[config.mk]
export PLATFORM = sky130hd
export DESIGN_NAME = restoring_divider
export DESIGN_NICKNAME = d
export VERILOG_FILES = /design/src/rtl/div_pkg.sv /design/src/rtl/div_step.sv /design/src/rtl/div_ctrl.sv /design/src/rtl/restoring_divider.sv
export SDC_FILE = /design/constraint.sdc
export NUM_CORES = 1
export LEC_CHECK = 0
export ABC_CLOCK_PERIOD_IN_PS = 4400
export BUFFER_PORTS_ARGS = -buffer_cell sky130_fd_sc_hd__buf_2
export CAP_MARGIN = 25
export CORE_MARGIN = 5
export CORE_UTILIZATION = 60
export DETAILED_ROUTE_END_ITERATION = 8
export GPL_TIMING_DRIVEN = 0
export PLACE_DENSITY = 0.86
export SKIP_CTS_REPAIR_TIMING = 1
export SLEW_MARGIN = 20
export SYNTH_ARGS = -nofsm -noshare
export SYNTH_HDL_FRONTEND = slang
export SYNTH_HIERARCHICAL = 1
export SYNTH_SLANG_ARGS = --single-unit
[constraint.sdc]
create_clock -name clk -period 4.4 [get_ports clk]
set_input_delay 0.88 -clock clk [delete_from_list [all_inputs] [get_ports clk]]
set_output_delay 0.88 -clock clk [all_outputs]
set_load 0.02 [all_outputs]
[src/rtl/div_pkg.sv]
package div_pkg;
  typedef enum logic [0:0] {
    ST_IDLE = 1'b0,
    ST_RUN  = 1'b1
  } div_state_e;
endpackage

[src/rtl/div_step.sv]
// One restoring step on the {partial remainder, quotient} pair.
module div_step #(
  parameter int DW = 16
) (
  input  logic [DW-1:0] part_i,
  input  logic [DW-1:0] low_i,
  input  logic [DW-1:0] dvs_i,
  output logic [DW-1:0] part_o,
  output logic [DW-1:0] low_o
);
  logic [DW:0]   wide;
  logic          take;
  logic [DW-1:0] diff;

  always_comb begin
    wide   = {part_i, low_i[DW-1]};
    take   = wide >= {1'b0, dvs_i};
    diff   = wide[DW-1:0] - dvs_i;
    part_o = take ? diff : wide[DW-1:0];
    low_o  = {low_i[DW-2:0], take};
  end
endmodule

[src/rtl/div_ctrl.sv]
module div_ctrl
  import div_pkg::*;
#(
  parameter int DW = 16
) (
  input  logic clk,
  input  logic rst_n,
  input  logic start_i,
  input  logic too_big_i,
  output logic load_o,
  output logic step_o,
  output logic busy_o,
  output logic done_o,
  output logic ovf_o
);
  localparam int CW = $clog2(DW + 1);

  div_state_e    st_q, st_d;
  logic [CW-1:0] cnt_q, cnt_d;
  logic          done_q, done_d;
  logic          ovf_q, ovf_d;

  always_comb begin
    st_d   = st_q;
    cnt_d  = cnt_q;
    done_d = 1'b0;
    ovf_d  = ovf_q;
    load_o = 1'b0;
    step_o = 1'b0;
    if (st_q == ST_RUN) begin
      step_o = 1'b1;
      cnt_d  = cnt_q - 1'b1;
      if (cnt_q == CW'(1)) begin
        st_d   = ST_IDLE;
        done_d = 1'b1;
      end
    end else if (start_i) begin
      load_o = 1'b1;
      ovf_d  = too_big_i;
      if (too_big_i) begin
        done_d = 1'b1;
      end else begin
        st_d  = ST_RUN;
        cnt_d = CW'(DW);
      end
    end
  end

  always_ff @(posedge clk or negedge rst_n) begin
    if (!rst_n) begin
      st_q   <= ST_IDLE;
      cnt_q  <= '0;
      done_q <= 1'b0;
      ovf_q  <= 1'b0;
    end else begin
      st_q   <= st_d;
      cnt_q  <= cnt_d;
      done_q <= done_d;
      ovf_q  <= ovf_d;
    end
  end

  assign busy_o = (st_q == ST_RUN);
  assign done_o = done_q;
  assign ovf_o  = ovf_q;

  // done lasts a single cycle unless a new start is taken alongside it
  p_done_pulse_r2: assert property (@(posedge clk) disable iff (!rst_n)
    done_q && !start_i |=> !done_q);
  // leaving the run state always comes with done
  p_busy_fall_done_r2: assert property (@(posedge clk) disable iff (!rst_n)
    $fell(busy_o) |-> done_q);
  // an overflowing request never steps
  p_no_busy_ovf_r3: assert property (@(posedge clk) disable iff (!rst_n)
    ovf_q |-> !busy_o);
endmodule

[src/rtl/restoring_divider.sv]
module restoring_divider #(
  parameter int DW = 16
) (
  input  logic            clk,
  input  logic            rst_n,
  input  logic            start,
  input  logic [2*DW-1:0] dividend,
  input  logic [DW-1:0]   divisor,
  output logic            busy,
  output logic            done,
  output logic            overflow,
  output logic [DW-1:0]   quotient,
  output logic [DW-1:0]   remainder
);
  logic [DW-1:0] t_q, t_d, n_q, n_d, n2_q, n2_d;
  logic [DW-1:0] t_step, n_step;
  logic          load, step, too_big;

  assign too_big = divisor <= dividend[2*DW-1:DW];

  div_ctrl #(.DW(DW)) u_ctrl (
    .clk       (clk),
    .rst_n     (rst_n),
    .start_i   (start),
    .too_big_i (too_big),
    .load_o    (load),
    .step_o    (step),
    .busy_o    (busy),
    .done_o    (done),
    .ovf_o     (overflow)
  );

  div_step #(.DW(DW)) u_step (
    .part_i (t_q),
    .low_i  (n_q),
    .dvs_i  (n2_q),
    .part_o (t_step),
    .low_o  (n_step)
  );

  always_comb begin
    t_d  = t_q;
    n_d  = n_q;
    n2_d = n2_q;
    if (load) begin
      t_d  = dividend[2*DW-1:DW];
      n_d  = dividend[DW-1:0];
      n2_d = divisor;
    end else if (step) begin
      t_d = t_step;
      n_d = n_step;
    end
  end

  always_ff @(posedge clk or negedge rst_n) begin
    if (!rst_n) begin
      t_q  <= '0;
      n_q  <= '0;
      n2_q <= '0;
    end else if (load || step) begin
      t_q  <= t_d;
      n_q  <= n_d;
      n2_q <= n2_d;
    end
  end

  assign quotient  = n_q;
  assign remainder = t_q;

  // partial remainder is bounded by the divisor while stepping
  p_part_lt_div_r4: assert property (@(posedge clk) disable iff (!rst_n)
    busy |-> t_q < n2_q);
  // a start during stepping leaves the held divisor untouched
  p_div_hold_r6: assert property (@(posedge clk) disable iff (!rst_n)
    busy |=> $stable(n2_q));
  // results are frozen while idle without a start
  p_result_hold_r7: assert property (@(posedge clk) disable iff (!rst_n)
    !busy && !start |=> $stable(quotient) && $stable(remainder));
endmodule

# After elaboration in Yosys (flattened, before gate mapping)
# Index checks and enable logic that the tools add are counted.
# totals
out_inout_bits,35
register_bits,56
word_cells,40
inputBits,51
# op_classes
magnitude_cmp,2
n_reduce_logical,7
mux,19
n_eq_ne,2
n_addsub,2
n_bitwise,1
# ops
cell,count
two-way mux 16 bit,5
>= comparator 17 x 16 -> 1 bit,1
less-or-equal comparator 16 bit,1
subtractor 16 bit,1
two-way mux 5 bit,3
two-way mux 1 bit,11
AND reduction 2 bit,4
"== test 5 x 1 -> 1 bit, second input constant",1
"subtractor 5 x 1 -> 5 bit, second input constant",1
nonzero test 2 bit,2
"!= test 2 bit, second input constant",1
logical OR 1 bit,1
NOT 1 bit,1

# Longest topological paths before layout
# depth
word_depth,4
ltp_mapped,13
ltp_nobuf,11

# Hierarchy
# The synthesis kept the hierarchy.
# modules_own_cells
mod,area_per_inst_um2,cells_each,instances,seq_area_each_um2
restoring_divider,2457.4,229,1,1201.2
div_step,1291.2,172,1,0.0
div_ctrl,415.4,39,1,200.2

# Least setup slack after synthesis
# No wires, ideal clock.
# synth_timing
kind,flip-flop to flip-flop
startpoint,reg t_q[13] (netlist: remainder[13])
endpoint,reg t_q[10] (netlist: remainder[10])
path_slack_ns,1.685
path_stages_with_launch,13
required_ns,4.264
t_arrival_ns,2.578
synth_period_minus_slack_ns,2.715
n_path_buf,2
setup_time_ns,0.136
cell_sequence,dfrtp_1 ha_1 buf_6 a21o_1 a211o_1 a31o_4 a31oi_4 o21a_4 inv_4 buf_12 mux2_4 mux2i_1 o21ai_0
# synth_between
elab_chain_cells,4
# synth_lines
element,line,text
"start, declared",restoring_divider.sv:15,"logic [DW-1:0] t_q, t_d, n_q, n_d, n2_q, n2_d;"
"start signal, assigned",restoring_divider.sv:61,t_q <= t_d;
>= comparator 17 x 16 -> 1 bit,div_step.sv:17,"take = wide >= {1'b0, dvs_i};"
net u_step.take,div_step.sv:12,logic take;
two-way mux 16 bit,div_step.sv:19,part_o = take ? diff : wide[DW-1:0];
net t_step[10],restoring_divider.sv:16,"logic [DW-1:0] t_step, n_step;"
two-way mux 16 bit,restoring_divider.sv:49,end else if (step) begin
two-way mux 16 bit,restoring_divider.sv:45,if (load) begin
# The timed path passes the listed nets, and every way through them passes these cells. The select of a mux whose other input is x is not followed.
# A chain may end at the register's enable or synchronous reset.

# Worst setup path in the final report
# Ends and elaborated chain as after synthesis.

==> impl_results.md <==
* Outcome: finished, final reports clean
* Global placement routability congestion at 0.910
* Post-synthesis instance area at 4160 um^2
* Initial Util at 61.6%
* Final Cycle Share at 66.9%
* Setup slack after placement at 1380 ps
* Overall track demand over capacity in global routing at 24.8%
* Drt initial violations at 215
* Number of enable flip-flop cells after synthesis at 0
* Type of the worst setup path: flop to flop
* Endpoint kind of the worst setup timing path: flop
* DRC at 0
* # port buffers at 85
* Number of storage elements in the synthesis netlist at 56
* Max-cap violations at 0
* Global route overflow at 0
* Library cell with the largest summed area after synthesis: sky130_fd_sc_hd__dfrtp_1
* Ranking of synthesized cells by area: sky130_fd_sc_hd__dfrtp_1 (34%), sky130_fd_sc_hd__ha_1 (10%), sky130_fd_sc_hd__mux2i_1 (8.9%)
* Layout Area Growth over Synthesis at 15.6%
* Fin worst setup slack at 1460 ps
* PD cells at 957 nW/um^2
* Count of standard-cell rows at 30
* Relative slew slack at 52.5%
* Total Nets Final at 618
* Worst vdd ir at 437 uV
* Clock tree from TritonCTS: done
* Lkg Pwr at 0.00253 uW
* Total Die Area at 8710 um^2
* Vias at 3582
* Peak per-stage delay on the critical path at 460 ps
* Proportion of layout cells with a drive suffix above 1 at 30.0%
* Share of the synthesized area in the top cell type at 33.7%
* Worst Path Required at 4570 ps
* Max clock buf depth at 2
* Maximum net fanout on the critical path at 10
* Clk sink count at 56
* Number of library cell types mapped by synthesis at 53
* Skew final at 5.44 ps
* Most numerous cell in the Yosys netlist: sky130_fd_sc_hd__dfrtp_1
* Count of H-tree levels built during CTS at 2
* Vias per inst at 5.84
* Total nets after synthesis at 526
* Number of antenna repair diodes at 0
* Wirelength, routed at 10500 um
* Post-detailed-route wirelength per cell at 17.1 um
* Leading cell types by count after synthesis: sky130_fd_sc_hd__dfrtp_1 (56), sky130_fd_sc_hd__nand2_1 (50), sky130_fd_sc_hd__inv_1 (45)
* Inserted Clock Buffers at 5
* Area inside the core boundary at 6760 um^2
* Antenna violations before repair at 0
* Final Setup Violations at 0
* Clock insertion delay at the later pin of the skew report at 310 ps
* Tmin final at 2940 ps
* Y dimension of the die at 93.3 um
* Worst setup slack for register-to-register paths at 1460 ps
* Root Driver: sky130_fd_sc_hd__clkbuf_8
* Number of optimization iterations in the first detailed-route pass at 5
* Commonest register cell after synthesis: sky130_fd_sc_hd__dfrtp_1
* Classification of the worst-slack hold path: flop to flop
* Pin count of the biggest net entering global routing at 57
* Fin. max-slew vios at 0
* Worst path slowest cell: sky130_fd_sc_hd__dfrtp_1
* Worst-margin pin slew at 713 ps
* Fin Setup TNS at 0 ps
* Critical path launch point type: flop
* Achievable clock frequency at 340 MHz
* Number of routed nets with antenna violations at 0
* Critical path cell sequence: ha_1 > buf_6 > a21o_1 > a211o_1 > a31o_4 > a31oi_4 > o21a_4 > inv_4 > buf_12 > mux2_4 > mux2i_1 > o21ai_0
* Share of synthesized area occupied by flip-flops and latches at 33.7%
* Data arrival time of the worst path at 3120 ps
* Number of global-route vias before repair at 3639
* Die width at 93.3 um
* RSZ-0062 raised after global routing: no
* Number of cells produced by synthesis at 440
* Reg clk slew, reported paths at 100 ps
* Mean instance size in the synthesized netlist at 9.46 um^2
* I/O pin total at 86
* HPWL after detailed placement at 7990 um
* Global-route wire length before repair at 17100 um
* Share of synthesized registers carrying an async set or reset at 100%
* Warnings, synthesis at 6
* Final hold violations at 0
[final cells by class]
type	instances	area [um^2]
Clock inverter	2	38.8
Buffer	37	250
Fill cell	533	1940
Timing Repair Buffer	85	428
Sequential cell	56	1400
Inverter	46	175
Clock buffer	6	82.6
Tap cell	80	100
Multi-Input combinational cell	301	2340
[flip-flops by register name, indices dropped and copies added (netlist names)]
name,count
quotient,16
u_ctrl/done_o,1
n2_q,16
u_ctrl/busy_o,1
u_ctrl/ovf_o,1
u_ctrl/cnt_q,5
remainder,16
[placed cells by master (no fill, tap or decap), types with 3 or more instances in the layout]
master	n
sky130_fd_sc_hd__clkbuf_8	6
sky130_fd_sc_hd__a21oi_1	16
sky130_fd_sc_hd__mux2_2	21
sky130_fd_sc_hd__nand2_1	50
sky130_fd_sc_hd__buf_4	21
sky130_fd_sc_hd__a211oi_1	3
sky130_fd_sc_hd__ha_1	34
sky130_fd_sc_hd__dfrtp_1	56
sky130_fd_sc_hd__nand3_1	7
sky130_fd_sc_hd__buf_2	88
sky130_fd_sc_hd__o21ai_0	36
sky130_fd_sc_hd__xnor2_1	9
sky130_fd_sc_hd__a31oi_1	5
sky130_fd_sc_hd__mux2_4	8
sky130_fd_sc_hd__nand4_1	8
sky130_fd_sc_hd__o21bai_1	3
sky130_fd_sc_hd__nor2_1	13
sky130_fd_sc_hd__xor2_1	3
sky130_fd_sc_hd__mux2i_1	37
sky130_fd_sc_hd__o21ai_1	8
sky130_fd_sc_hd__inv_1	45
sky130_fd_sc_hd__a21o_1	5
sky130_fd_sc_hd__clkbuf_1	10
[final timing paths]
| check | startpoint | end | depth (start not counted) |
|---|---|---|---|
| hold / removal | n2_q[3]$_DFFE_PN0P_ | n2_q[3]$_DFFE_PN0P_ | 1 |
| max in group asynchronous | rst_n | remainder[9]$_DFFE_PN0N_ | 1 |
| setup / recovery | remainder[13]$_DFFE_PN0N_ | remainder[10]$_DFFE_PN0N_ | 12 |
| hold reg to reg | n2_q[3]$_DFFE_PN0P_ | n2_q[3]$_DFFE_PN0P_ | 1 |
| min in group asynchronous | rst_n | quotient[11]$_DFFE_PN0N_ | 1 |
| setup reg to reg | remainder[13]$_DFFE_PN0N_ | remainder[10]$_DFFE_PN0N_ | 12 |
[through the flow]
stage / hold WS (ps) / instance area, um^2 / util [%] / instances / power (uW)
5_1_grt: 539 / 4810 / 71.2 / 613 / 4960
3_5_place_dp: 493 / 4690 / 69.4 / 605 / 4190
3_3_place_gp: 476 / 4690 / 69.4 / 605 / 4060
2_1_floorplan: 451 / 4160 / - / 440 / 3480
4_1_cts: 512 / 4810 / 71.2 / 613 / 4580
6_report: 520 / 4810 / 71.2 / 613 / 4610
[routing by layer]
layer	share of wire [%]	wire (um)	track usage [%]	up-vias
met1	40	4200	30.2	1702
met5	0	0	0	-
li1	-	-	-	1694
met4	3.1	329	9.52	0
met2	50	5200	42.3	149
met3	7.0	730	5.87	37
[critical path: cells and delay by family (launching register included)]
family / cells / cell delay, ps
AOI/OAI and AO/OA: 6 / 1210
adders and majority gates: 1 / 340
buffers and inverters: 3 / 360
DFF: 1 / 460
muxes: 2 / 440
[logic make-up after synthesis]
group	Yosys count	synth area share [%]
AOI/OAI and AO/OA	94	14.7
xor gates and xnor gates	12	2.52
adders and majority gates	35	10.7
buffers and inverters	83	10.2
DFF	56	33.7
muxes	66	17.5
and+or+nand+nor	94	10.7
[power breakdown]
part	switching, uW	internal [uW]	total, uW
combinational	1700	1530	3230
sequential	226	788	1010
clock	176	187	362
total	2100	2510	4610
Note: power is estimated with default switching activity, not from simulation.
